--- src/rtl/fsq_pkg.sv ---
// Package fsq_pkg: shared widths, types and constants for the square root unit.
// Assumes IEEE 754 single-precision layout (1 sign, 8 exponent, 23 fraction).
package fsq_pkg;

    localparam int WORD_W = 32;
    localparam int EXP_W  = 8;
    localparam int FRAC_W = 23;
    localparam int SIG_W  = FRAC_W + 1;      // significand with hidden one
    localparam int ROOT_W = SIG_W + 2;       // significand + guard + one sticky bit
    localparam int RAD_W  = 2 * ROOT_W;      // radicand bits consumed by the recurrence

    localparam logic [WORD_W-1:0] QNAN_WORD    = 32'hFFFF_FFFF;
    localparam logic [WORD_W-1:0] POS_INF_WORD = 32'h7F80_0000;

    // Rounding direction as driven on the issue port
    typedef enum logic [1:0] {
        RM_NEAREST = 2'b00,
        RM_ZERO    = 2'b01,
        RM_UP      = 2'b10,
        RM_DOWN    = 2'b11
    } rmode_e;

    typedef struct packed {
        logic invalid;
        logic inexact;
        logic in_ftz;
        logic out_ftz;
    } fsq_flags_t;

    // Operand information carried alongside the recurrence
    typedef struct packed {
        logic                special;
        logic [WORD_W-1:0]   spec_word;
        fsq_flags_t          spec_flags;
        logic                sign;
        logic [EXP_W-1:0]    exp_r;
    } fsq_meta_t;

endpackage

--- src/rtl/fsq_unpack.sv ---
// Module fsq_unpack: classifies the operand, resolves every special case to a
// final word and flags, and prepares the aligned radicand and biased result
// exponent for normal operands. Purely combinational.
// Assumes: denormals flush to a signed zero; any NaN returns the all-ones word.
module fsq_unpack
    import fsq_pkg::*;
(
    input  logic [WORD_W-1:0] operand,
    output fsq_meta_t         meta,
    output logic [RAD_W-1:0]  radicand
);

    logic               sign;
    logic [EXP_W-1:0]   ex;
    logic [FRAC_W-1:0]  fr;
    logic               exp_zero;
    logic               exp_max;
    logic               frac_zero;
    logic [EXP_W:0]     exp_sum;

    // Field split and classification
    always_comb begin
        sign      = operand[WORD_W-1];
        ex        = operand[WORD_W-2 -: EXP_W];
        fr        = operand[FRAC_W-1:0];
        exp_zero  = (ex == '0);
        exp_max   = (ex == '1);
        frac_zero = (fr == '0);
    end

    // Exponent halving: odd biased exponent means even true exponent
    always_comb begin
        exp_sum  = {1'b0, ex} + (EXP_W+1)'(126) + {{EXP_W{1'b0}}, ex[0]};
        radicand = {1'b1, fr, {(RAD_W-SIG_W){1'b0}}} >> ex[0];
    end

    // Special-case resolution in priority order
    always_comb begin
        meta       = '0;
        meta.sign  = sign;
        meta.exp_r = exp_sum[EXP_W:1];
        if (exp_zero) begin
            meta.special           = 1'b1;
            meta.spec_word         = {sign, {(WORD_W-1){1'b0}}};
            meta.spec_flags.in_ftz = !frac_zero;
        end else if (exp_max && !frac_zero) begin
            meta.special            = 1'b1;
            meta.spec_word          = QNAN_WORD;
            meta.spec_flags.invalid = !fr[FRAC_W-1];
        end else if (sign) begin
            meta.special            = 1'b1;
            meta.spec_word          = QNAN_WORD;
            meta.spec_flags.invalid = 1'b1;
        end else if (exp_max) begin
            meta.special   = 1'b1;
            meta.spec_word = POS_INF_WORD;
        end
    end

endmodule

--- src/rtl/fsq_root_core.sv ---
// Module fsq_root_core: restoring integer square root of a RAD_W-bit radicand,
// STEPS_PER_CYCLE result bits per clock, ROOT_W root bits in total.
// Assumes STEPS_PER_CYCLE divides ROOT_W and that start never arrives while
// an iteration is still running (the caller's recovery window ensures this).
module fsq_root_core
    import fsq_pkg::*;
#(
    parameter int STEPS_PER_CYCLE = 2
) (
    input  logic              clk,
    input  logic              rst_n,
    input  logic              start,
    input  logic [RAD_W-1:0]  rad_in,
    output logic              done,
    output logic [ROOT_W-1:0] root,
    output logic              rem_nz
);

    localparam int ITER_CYCLES = ROOT_W / STEPS_PER_CYCLE;
    localparam int CNT_W       = $clog2(ITER_CYCLES + 1);
    localparam int REM_W       = ROOT_W + 2;

    logic [REM_W-1:0]  rem_q;
    logic [ROOT_W-1:0] root_q;
    logic [RAD_W-1:0]  rad_q;
    logic [CNT_W-1:0]  cnt_q;
    logic              done_q;

    logic [REM_W-1:0]  rem_c  [STEPS_PER_CYCLE+1];
    logic [ROOT_W-1:0] root_c [STEPS_PER_CYCLE+1];
    logic [RAD_W-1:0]  rad_c  [STEPS_PER_CYCLE+1];

    assign rem_c[0]  = rem_q;
    assign root_c[0] = root_q;
    assign rad_c[0]  = rad_q;

    // One restoring step per generate slice, chained within the clock
    for (genvar s = 0; s < STEPS_PER_CYCLE; s++) begin : g_step
        logic [REM_W-1:0] shifted;
        logic [REM_W-1:0] trial;
        logic [REM_W:0]   diff;
        assign shifted       = {rem_c[s][REM_W-3:0], rad_c[s][RAD_W-1 -: 2]};
        assign trial         = {root_c[s], 2'b01};
        assign diff          = {1'b0, shifted} - {1'b0, trial};
        assign rem_c[s+1]    = diff[REM_W] ? shifted : diff[REM_W-1:0];
        assign root_c[s+1]   = {root_c[s][ROOT_W-2:0], ~diff[REM_W]};
        assign rad_c[s+1]    = {rad_c[s][RAD_W-3:0], 2'b00};
    end

    // Iteration state: load on start, advance while the count is nonzero
    always_ff @(posedge clk) begin
        if (!rst_n) begin
            rem_q  <= '0;
            root_q <= '0;
            rad_q  <= '0;
            cnt_q  <= '0;
        end else if (start) begin
            rem_q  <= '0;
            root_q <= '0;
            rad_q  <= rad_in;
            cnt_q  <= CNT_W'(ITER_CYCLES);
        end else if (cnt_q != '0) begin
            rem_q  <= rem_c[STEPS_PER_CYCLE];
            root_q <= root_c[STEPS_PER_CYCLE];
            rad_q  <= rad_c[STEPS_PER_CYCLE];
            cnt_q  <= cnt_q - 1'b1;
        end
    end

    // Completion pulse in the cycle after the final step
    always_ff @(posedge clk) begin
        if (!rst_n) done_q <= 1'b0;
        else        done_q <= (cnt_q == CNT_W'(1)) && !start;
    end

    assign done   = done_q;
    assign root   = root_q;
    assign rem_nz = (rem_q != '0);

endmodule

--- src/rtl/fsq_round.sv ---
// Module fsq_round: rounds the root to 24 significand bits in the requested
// direction, adjusts the exponent on carry, flushes an out-of-range result
// and packs the final word and flags. Specials pass through unchanged.
// Assumes root[ROOT_W-1] is set for normal operands (root lies in [1,2)).
module fsq_round
    import fsq_pkg::*;
(
    input  logic [ROOT_W-1:0] root,
    input  logic              rem_nz,
    input  fsq_meta_t         meta,
    input  rmode_e            rm,
    output logic [WORD_W-1:0] word,
    output fsq_flags_t        flags
);

    logic [SIG_W-1:0]  sig;
    logic              guard_b;
    logic              sticky_b;
    logic              inexact;
    logic              up;
    logic [SIG_W:0]    sig_inc;
    logic [EXP_W:0]    exp_adj;

    // Round-bit extraction and direction decision
    always_comb begin
        sig      = root[ROOT_W-1:2];
        guard_b  = root[1];
        sticky_b = root[0] | rem_nz;
        inexact  = guard_b | sticky_b;
        case (rm)
            RM_NEAREST: up = guard_b & (sticky_b | sig[0]);
            RM_ZERO:    up = 1'b0;
            RM_UP:      up = inexact & !meta.sign;
            RM_DOWN:    up = inexact & meta.sign;
            default:    up = 1'b0;
        endcase
    end

    // Increment and exponent carry
    always_comb begin
        sig_inc = {1'b0, sig} + {{SIG_W{1'b0}}, up};
        exp_adj = {1'b0, meta.exp_r} + {{EXP_W{1'b0}}, sig_inc[SIG_W]};
    end

    // Final selection: special, flushed, or packed normal
    always_comb begin
        flags = '0;
        if (meta.special) begin
            word  = meta.spec_word;
            flags = meta.spec_flags;
        end else if (exp_adj == '0) begin
            word          = {meta.sign, {(WORD_W-1){1'b0}}};
            flags.out_ftz = 1'b1;
        end else begin
            word          = {meta.sign, exp_adj[EXP_W-1:0], sig_inc[FRAC_W-1:0]};
            flags.inexact = inexact;
        end
    end

endmodule

--- src/rtl/fsq_unit.sv ---
// Module fsq_unit: single-precision square root with fixed LATENCY and a
// RECOVERY window during which issues are dropped. Unpacks at issue, runs the
// shared recurrence, holds the rounded outcome, and releases it on the
// LATENCY-th edge after issue.
// Assumes LATENCY >= ROOT_W/STEPS_PER_CYCLE + 2 and RECOVERY >
// ROOT_W/STEPS_PER_CYCLE, so one recurrence and one hold slot suffice.
module fsq_unit
    import fsq_pkg::*;
#(
    parameter int LATENCY         = 17,
    parameter int RECOVERY        = 16,
    parameter int STEPS_PER_CYCLE = 2
) (
    input  logic        clk,
    input  logic        rst_n,
    input  logic        issue_valid,
    input  logic [31:0] issue_operand,
    input  logic [1:0]  issue_rmode,
    input  logic        issue_guard,
    input  logic        issue_flags_only,
    output logic        busy,
    output logic        res_we,
    output logic [31:0] res_data,
    output logic        flags_valid,
    output logic        flag_invalid,
    output logic        flag_inexact,
    output logic        flag_in_ftz,
    output logic        flag_out_ftz
);

    localparam int REC_W = $clog2(RECOVERY + 1);

    logic              accept;
    logic [REC_W-1:0]  rec_q;

    fsq_meta_t         meta_c;
    logic [RAD_W-1:0]  rad_c;
    fsq_meta_t         meta_q;
    rmode_e            rm_q;
    logic              guard_q;
    logic              fonly_q;

    logic              core_done;
    logic [ROOT_W-1:0] core_root;
    logic              core_rem_nz;

    logic [WORD_W-1:0] rnd_word;
    fsq_flags_t        rnd_flags;

    logic [WORD_W-1:0] hold_word;
    fsq_flags_t        hold_flags;
    logic              hold_guard;
    logic              hold_fonly;

    logic [LATENCY-1:0] tag_q;
    fsq_flags_t         out_flags;

    assign accept = issue_valid & ~busy;
    assign busy   = (rec_q != '0);

    // Recovery window counter
    always_ff @(posedge clk) begin
        if (!rst_n)          rec_q <= '0;
        else if (accept)     rec_q <= REC_W'(RECOVERY - 1);
        else if (rec_q != 0) rec_q <= rec_q - 1'b1;
    end

    fsq_unpack u_unpack (
        .operand  (issue_operand),
        .meta     (meta_c),
        .radicand (rad_c)
    );

    // Per-operation context captured at issue
    always_ff @(posedge clk) begin
        if (!rst_n) begin
            meta_q  <= '0;
            rm_q    <= RM_NEAREST;
            guard_q <= 1'b0;
            fonly_q <= 1'b0;
        end else if (accept) begin
            meta_q  <= meta_c;
            rm_q    <= rmode_e'(issue_rmode);
            guard_q <= issue_guard;
            fonly_q <= issue_flags_only;
        end
    end

    fsq_root_core #(
        .STEPS_PER_CYCLE (STEPS_PER_CYCLE)
    ) u_core (
        .clk    (clk),
        .rst_n  (rst_n),
        .start  (accept),
        .rad_in (rad_c),
        .done   (core_done),
        .root   (core_root),
        .rem_nz (core_rem_nz)
    );

    fsq_round u_round (
        .root   (core_root),
        .rem_nz (core_rem_nz),
        .meta   (meta_q),
        .rm     (rm_q),
        .word   (rnd_word),
        .flags  (rnd_flags)
    );

    // Hold the finished outcome so the recurrence can take the next issue
    always_ff @(posedge clk) begin
        if (!rst_n) begin
            hold_word  <= '0;
            hold_flags <= '0;
            hold_guard <= 1'b0;
            hold_fonly <= 1'b0;
        end else if (core_done) begin
            hold_word  <= rnd_word;
            hold_flags <= rnd_flags;
            hold_guard <= guard_q;
            hold_fonly <= fonly_q;
        end
    end

    // Issue tag delay line that times the release
    always_ff @(posedge clk) begin
        if (!rst_n) tag_q <= '0;
        else        tag_q <= {tag_q[LATENCY-2:0], accept};
    end

    // Output stage: one-cycle strobes, word kept until the next report
    always_ff @(posedge clk) begin
        if (!rst_n) begin
            res_we      <= 1'b0;
            res_data    <= '0;
            flags_valid <= 1'b0;
            out_flags   <= '0;
        end else if (tag_q[LATENCY-1] && hold_guard) begin
            res_we      <= !hold_fonly;
            res_data    <= hold_word;
            flags_valid <= 1'b1;
            out_flags   <= hold_flags;
        end else begin
            res_we      <= 1'b0;
            flags_valid <= 1'b0;
            out_flags   <= '0;
        end
    end

    assign flag_invalid = out_flags.invalid;
    assign flag_inexact = out_flags.inexact;
    assign flag_in_ftz  = out_flags.in_ftz;
    assign flag_out_ftz = out_flags.out_ftz;

endmodule

--- config.mk ---
export PLATFORM = sky130hd
export DESIGN_NAME = fsq_unit
export DESIGN_NICKNAME = d
export VERILOG_FILES = /design/src/rtl/fsq_pkg.sv /design/src/rtl/fsq_unpack.sv /design/src/rtl/fsq_root_core.sv /design/src/rtl/fsq_round.sv /design/src/rtl/fsq_unit.sv
export SDC_FILE = /design/constraint.sdc
export NUM_CORES = 1
export LEC_CHECK = 0
export ABC_AREA = 1
export BUFFER_PORTS_ARGS = -buffer_cell sky130_fd_sc_hd__buf_2
export CAP_MARGIN = 20
export CORE_ASPECT_RATIO = 1.5
export CORE_UTILIZATION = 50
export DETAILED_ROUTE_END_ITERATION = 16
export PLACE_DENSITY = 0.68
export RECOVER_POWER = 50
export REMOVE_ABC_BUFFERS = 1
export SLEW_MARGIN = 20
export SYNTH_ARGS = -nofsm -noshare
export SYNTH_HDL_FRONTEND = slang
export SYNTH_SLANG_ARGS = --single-unit
--- constraint.sdc ---
create_clock -name clk -period 5.6 [get_ports clk]
set_input_delay 1.68 -clock clk [delete_from_list [all_inputs] [get_ports clk]]
set_output_delay 1.68 -clock clk [all_outputs]
set_load 0.05 [all_outputs]
==> flow_summary.toml <==
[layout]
layout_commonest_cell = "nand2_1"
most-common-layout-cells = "nand2_1 (398), nor2_1 (201), inv_1 (196), dfxtp_1 (185), a21oi_1 (145)"
area_growth_pct = 14.7
finalNetCount = 2029
drive_above_1_share_pct = 14.1
final_cell_area_mm2 = 0.0141
fillers = 2359
fin_util_pct = 59.0
diodes = 0

[synth]
synth-edff-count = 0
synthCells = 1846
async_flop_share_pct = 0
ys_types = 52
yosys.area_share.simple_pct = 31.5
synth_top_family_by_area = "simple AND/OR/NAND/NOR gates"
synth_top_cell_area_share_pct = 32.7
synth_compound_gate_area_share_pct = 17.6
ys_seq_area_share_pct = 32.7
yosys_warnings = 0
yosys.area.top_type = "dfxtp_1"
synth_ff_type = "dfxtp_1"
synth_mux_area_share_pct = 0.244
synthTopCellsByArea = "dfxtp_1 (33%), nand2_1 (12%), ha_1 (6.5%)"
synth-xor-area-share_pct = 2.64
ys_seq_elements = 201
syn_avg_cell_area_um2 = 6.66
synthAdderAreaFrac_pct = 6.51
syn_area_mm2 = 0.0123

[critical_path]
cp.required_ns = 6.00
worst-setup-path-type = "reg -> reg"
slowest_delay_ns = 0.39
r2r_slack_ns = 0.21
arrival_ns = 5.79
cp_max_fo = 7
crit_path_frequent_cell = "nand4_1"
crit_path_start_kind = "register"
crit_path_top_delay_cell = "a2111oi_2"
endpoint_kind = "register"

[routing]
post_drt_via_cell_ratio = 5.57
wirelength_mm = 37.7
drc = 0
vias = 12600
drt_first_pass_iters = 7
drt-initial-drc-count = 831
post_drt_wl_per_cell_um = 16.7
postRouteAntennaNets = 0

[timing]
skew_ns = 0.0229
fin_crit_sh_pct = 96.2
slew_viol_final = 0
rsz0062_at_grt = "true"
fmaxAchievable_mhz = 186
max_slew_margin_pct = 22.8
worstMarginPinSlew_ns = 1.16
period_minus_slack_ns = 5.39
finalHoldViolations = 0
finalSetupViolations = 0

[clock_tree]
cts_made_buffers = 21
cts-htree-levels = 1
postCtsHoldBufs = 0
cts_tree = "built"
cts_sinks = 201
clock_latency_ns = 0.50
cts_buffer_depth = 3
cts-root-buf = "clkbuf_16"
path_clk_slew_ns = 0.06

[grt]
grt_pass1_vias = 11900
grt_max_degree = 78
use_met2_pct = 53.1
grt_util_met1_pct = 34.3
grt_busiest_layer = "met2"
grt_util_met3_pct = 2.18
grt_overflow = 0
antenna_found_initial = 0
grt_util_all_layers_pct = 29.2
grt_pass1_wl_mm = 58.9

[run_status]
outcome = "completed"

[floorplan]
core-area_mm2 = 0.0239
die_height_um = 194
rows = 69
pin_count = 78
die_w_um = 130
initial_utilization_pct = 51.4
design.die.area_mm2 = 0.0252

[hold_path]
worstHoldPathType = "reg -> reg"

[placed_design]
placed_area_mm2 = 0.0131
gp_congestion = 0.970
place.port_buffers = 77
hpwlAfterDp_mm = 29.0

[run]
maxCapViolations = 0
[path summary, 6_finish.rpt]
check,startpoint,endpoint,cells past startpoint
min reg2reg,tag_q[0]$_SDFF_PN0_,tag_q[1]$_SDFF_PN0_,2
max,u_core.rem_q[22]$_SDFFE_PP0N_,hold_word[23]$_SDFFE_PN0P_,39
max reg2reg,u_core.rem_q[22]$_SDFFE_PP0N_,hold_word[23]$_SDFFE_PN0P_,39
min,tag_q[0]$_SDFF_PN0_,tag_q[1]$_SDFF_PN0_,2
[final cells by class]
class                   instances  area, um^2  area share (%)
clock buffers                  32         637            4.52
inverters                     208         785            5.56
repair buffers                130         808            5.73
clock inverters                 6        92.6           0.656
repair inverters                1        7.51          0.0532
flip-flops and latches        201        4050            28.7
well taps                     319         399            2.83
multi-input cells            1363        7320            51.9
[flip-flops by register name, indices dropped and copies added, names as in the netlist, 2 cells and up]
signal	flops
hold_word	32
res_data	32
u_core.rem_q	28
u_core.root	26
u_core.rad_q	25
tag_q	17
meta_q	15
rec_q	5
hold_flags	4
u_core.cnt_q	4
rm_q	2
[timing repair]
item | CTS | global route
setup buffers | 0 | 9
endpoints found under the setup margin | 0 | 31
gates resized for setup | 0 | 58
[cell families (layout without fill, tap and decap cells)]
family / after synthesis / in the layout
flops: 201 / 201
buf+inv: 282 / 377
xor+xnor: 37 / 37
mux: 3 / 3
fa+ha+maj: 64 / 64
simple gates: 882 / 882
compound gates: 377 / 377
[per-stage QoR]
| step | hold WS [ns] | TNS, ns | setup WS [ns] | cells |
|---|---|---|---|---|
| CTS | 0.413 | 0 | 0.140 | 2250 |
| finish | 0.410 | 0 | 0.214 | 2260 |
| global route | 0.430 | -1.46 | -0.134 | 2260 |
| floorplan | 0.387 | 0 | 0.721 | 1772 |
| global placement | 0.395 | 0 | 0.305 | 2212 |
| detailed placement | 0.402 | 0 | 0.156 | 2212 |
[cells in the mapped netlist, types with 2 or more instances]
| master | n |
|---|---|
| nor3_1 | 33 |
| and3_1 | 2 |
| nand3_2 | 4 |
| o22ai_1 | 4 |
| a21oi_1 | 146 |
| inv_2 | 5 |
| nand2_1 | 405 |
| inv_1 | 201 |
| nand2_2 | 20 |
| dfxtp_1 | 201 |
| nand4_1 | 54 |
| nor2_2 | 6 |
| buf_1 | 2 |
| o21ai_0 | 136 |
| xor2_1 | 29 |
| a41oi_1 | 16 |
| nand3_1 | 110 |
| a21oi_2 | 8 |
| nor4_1 | 20 |
| clkbuf_1 | 60 |
| nor2_1 | 206 |
| ha_1 | 64 |
| buf_2 | 8 |
| a211oi_1 | 8 |
| o211ai_1 | 5 |
| mux2i_1 | 3 |
| xnor2_1 | 8 |
| a21oi_4 | 2 |
| buf_4 | 3 |
| or2_2 | 7 |
| o21bai_1 | 5 |
| o21ai_1 | 3 |
| clkinv_1 | 2 |
| nand3b_1 | 8 |
| o221a_2 | 3 |
| a31oi_1 | 19 |
| o21a_1 | 5 |
| nand2_4 | 3 |
| a22o_1 | 3 |
| a21o_1 | 3 |
| a31o_2 | 2 |
| o31ai_1 | 4 |
[worst max-delay path, delay by kind of cell, from the launching register on]
family,cells,cell delay (ns)
buffers and inverters,7,0.64
adder cells (fa/ha/maj),3,0.57
flip-flops,1,0.37
AND/OR/NAND/NOR,27,3.25
AO/OA/AOI/OAI,2,0.45
[layer usage]
metal  vias up  wire length [um]  share of wire (%)
met4         0              1530                4.1
met3        94              1550                4.1
met1      5778             15400                 41
li1       6337                 -                  -
met2       369             19200                 51
met5         -                 0                  0
Power is not shown: default switching activity piles up to over one toggle a cycle in this logic, so the estimate is an artifact.
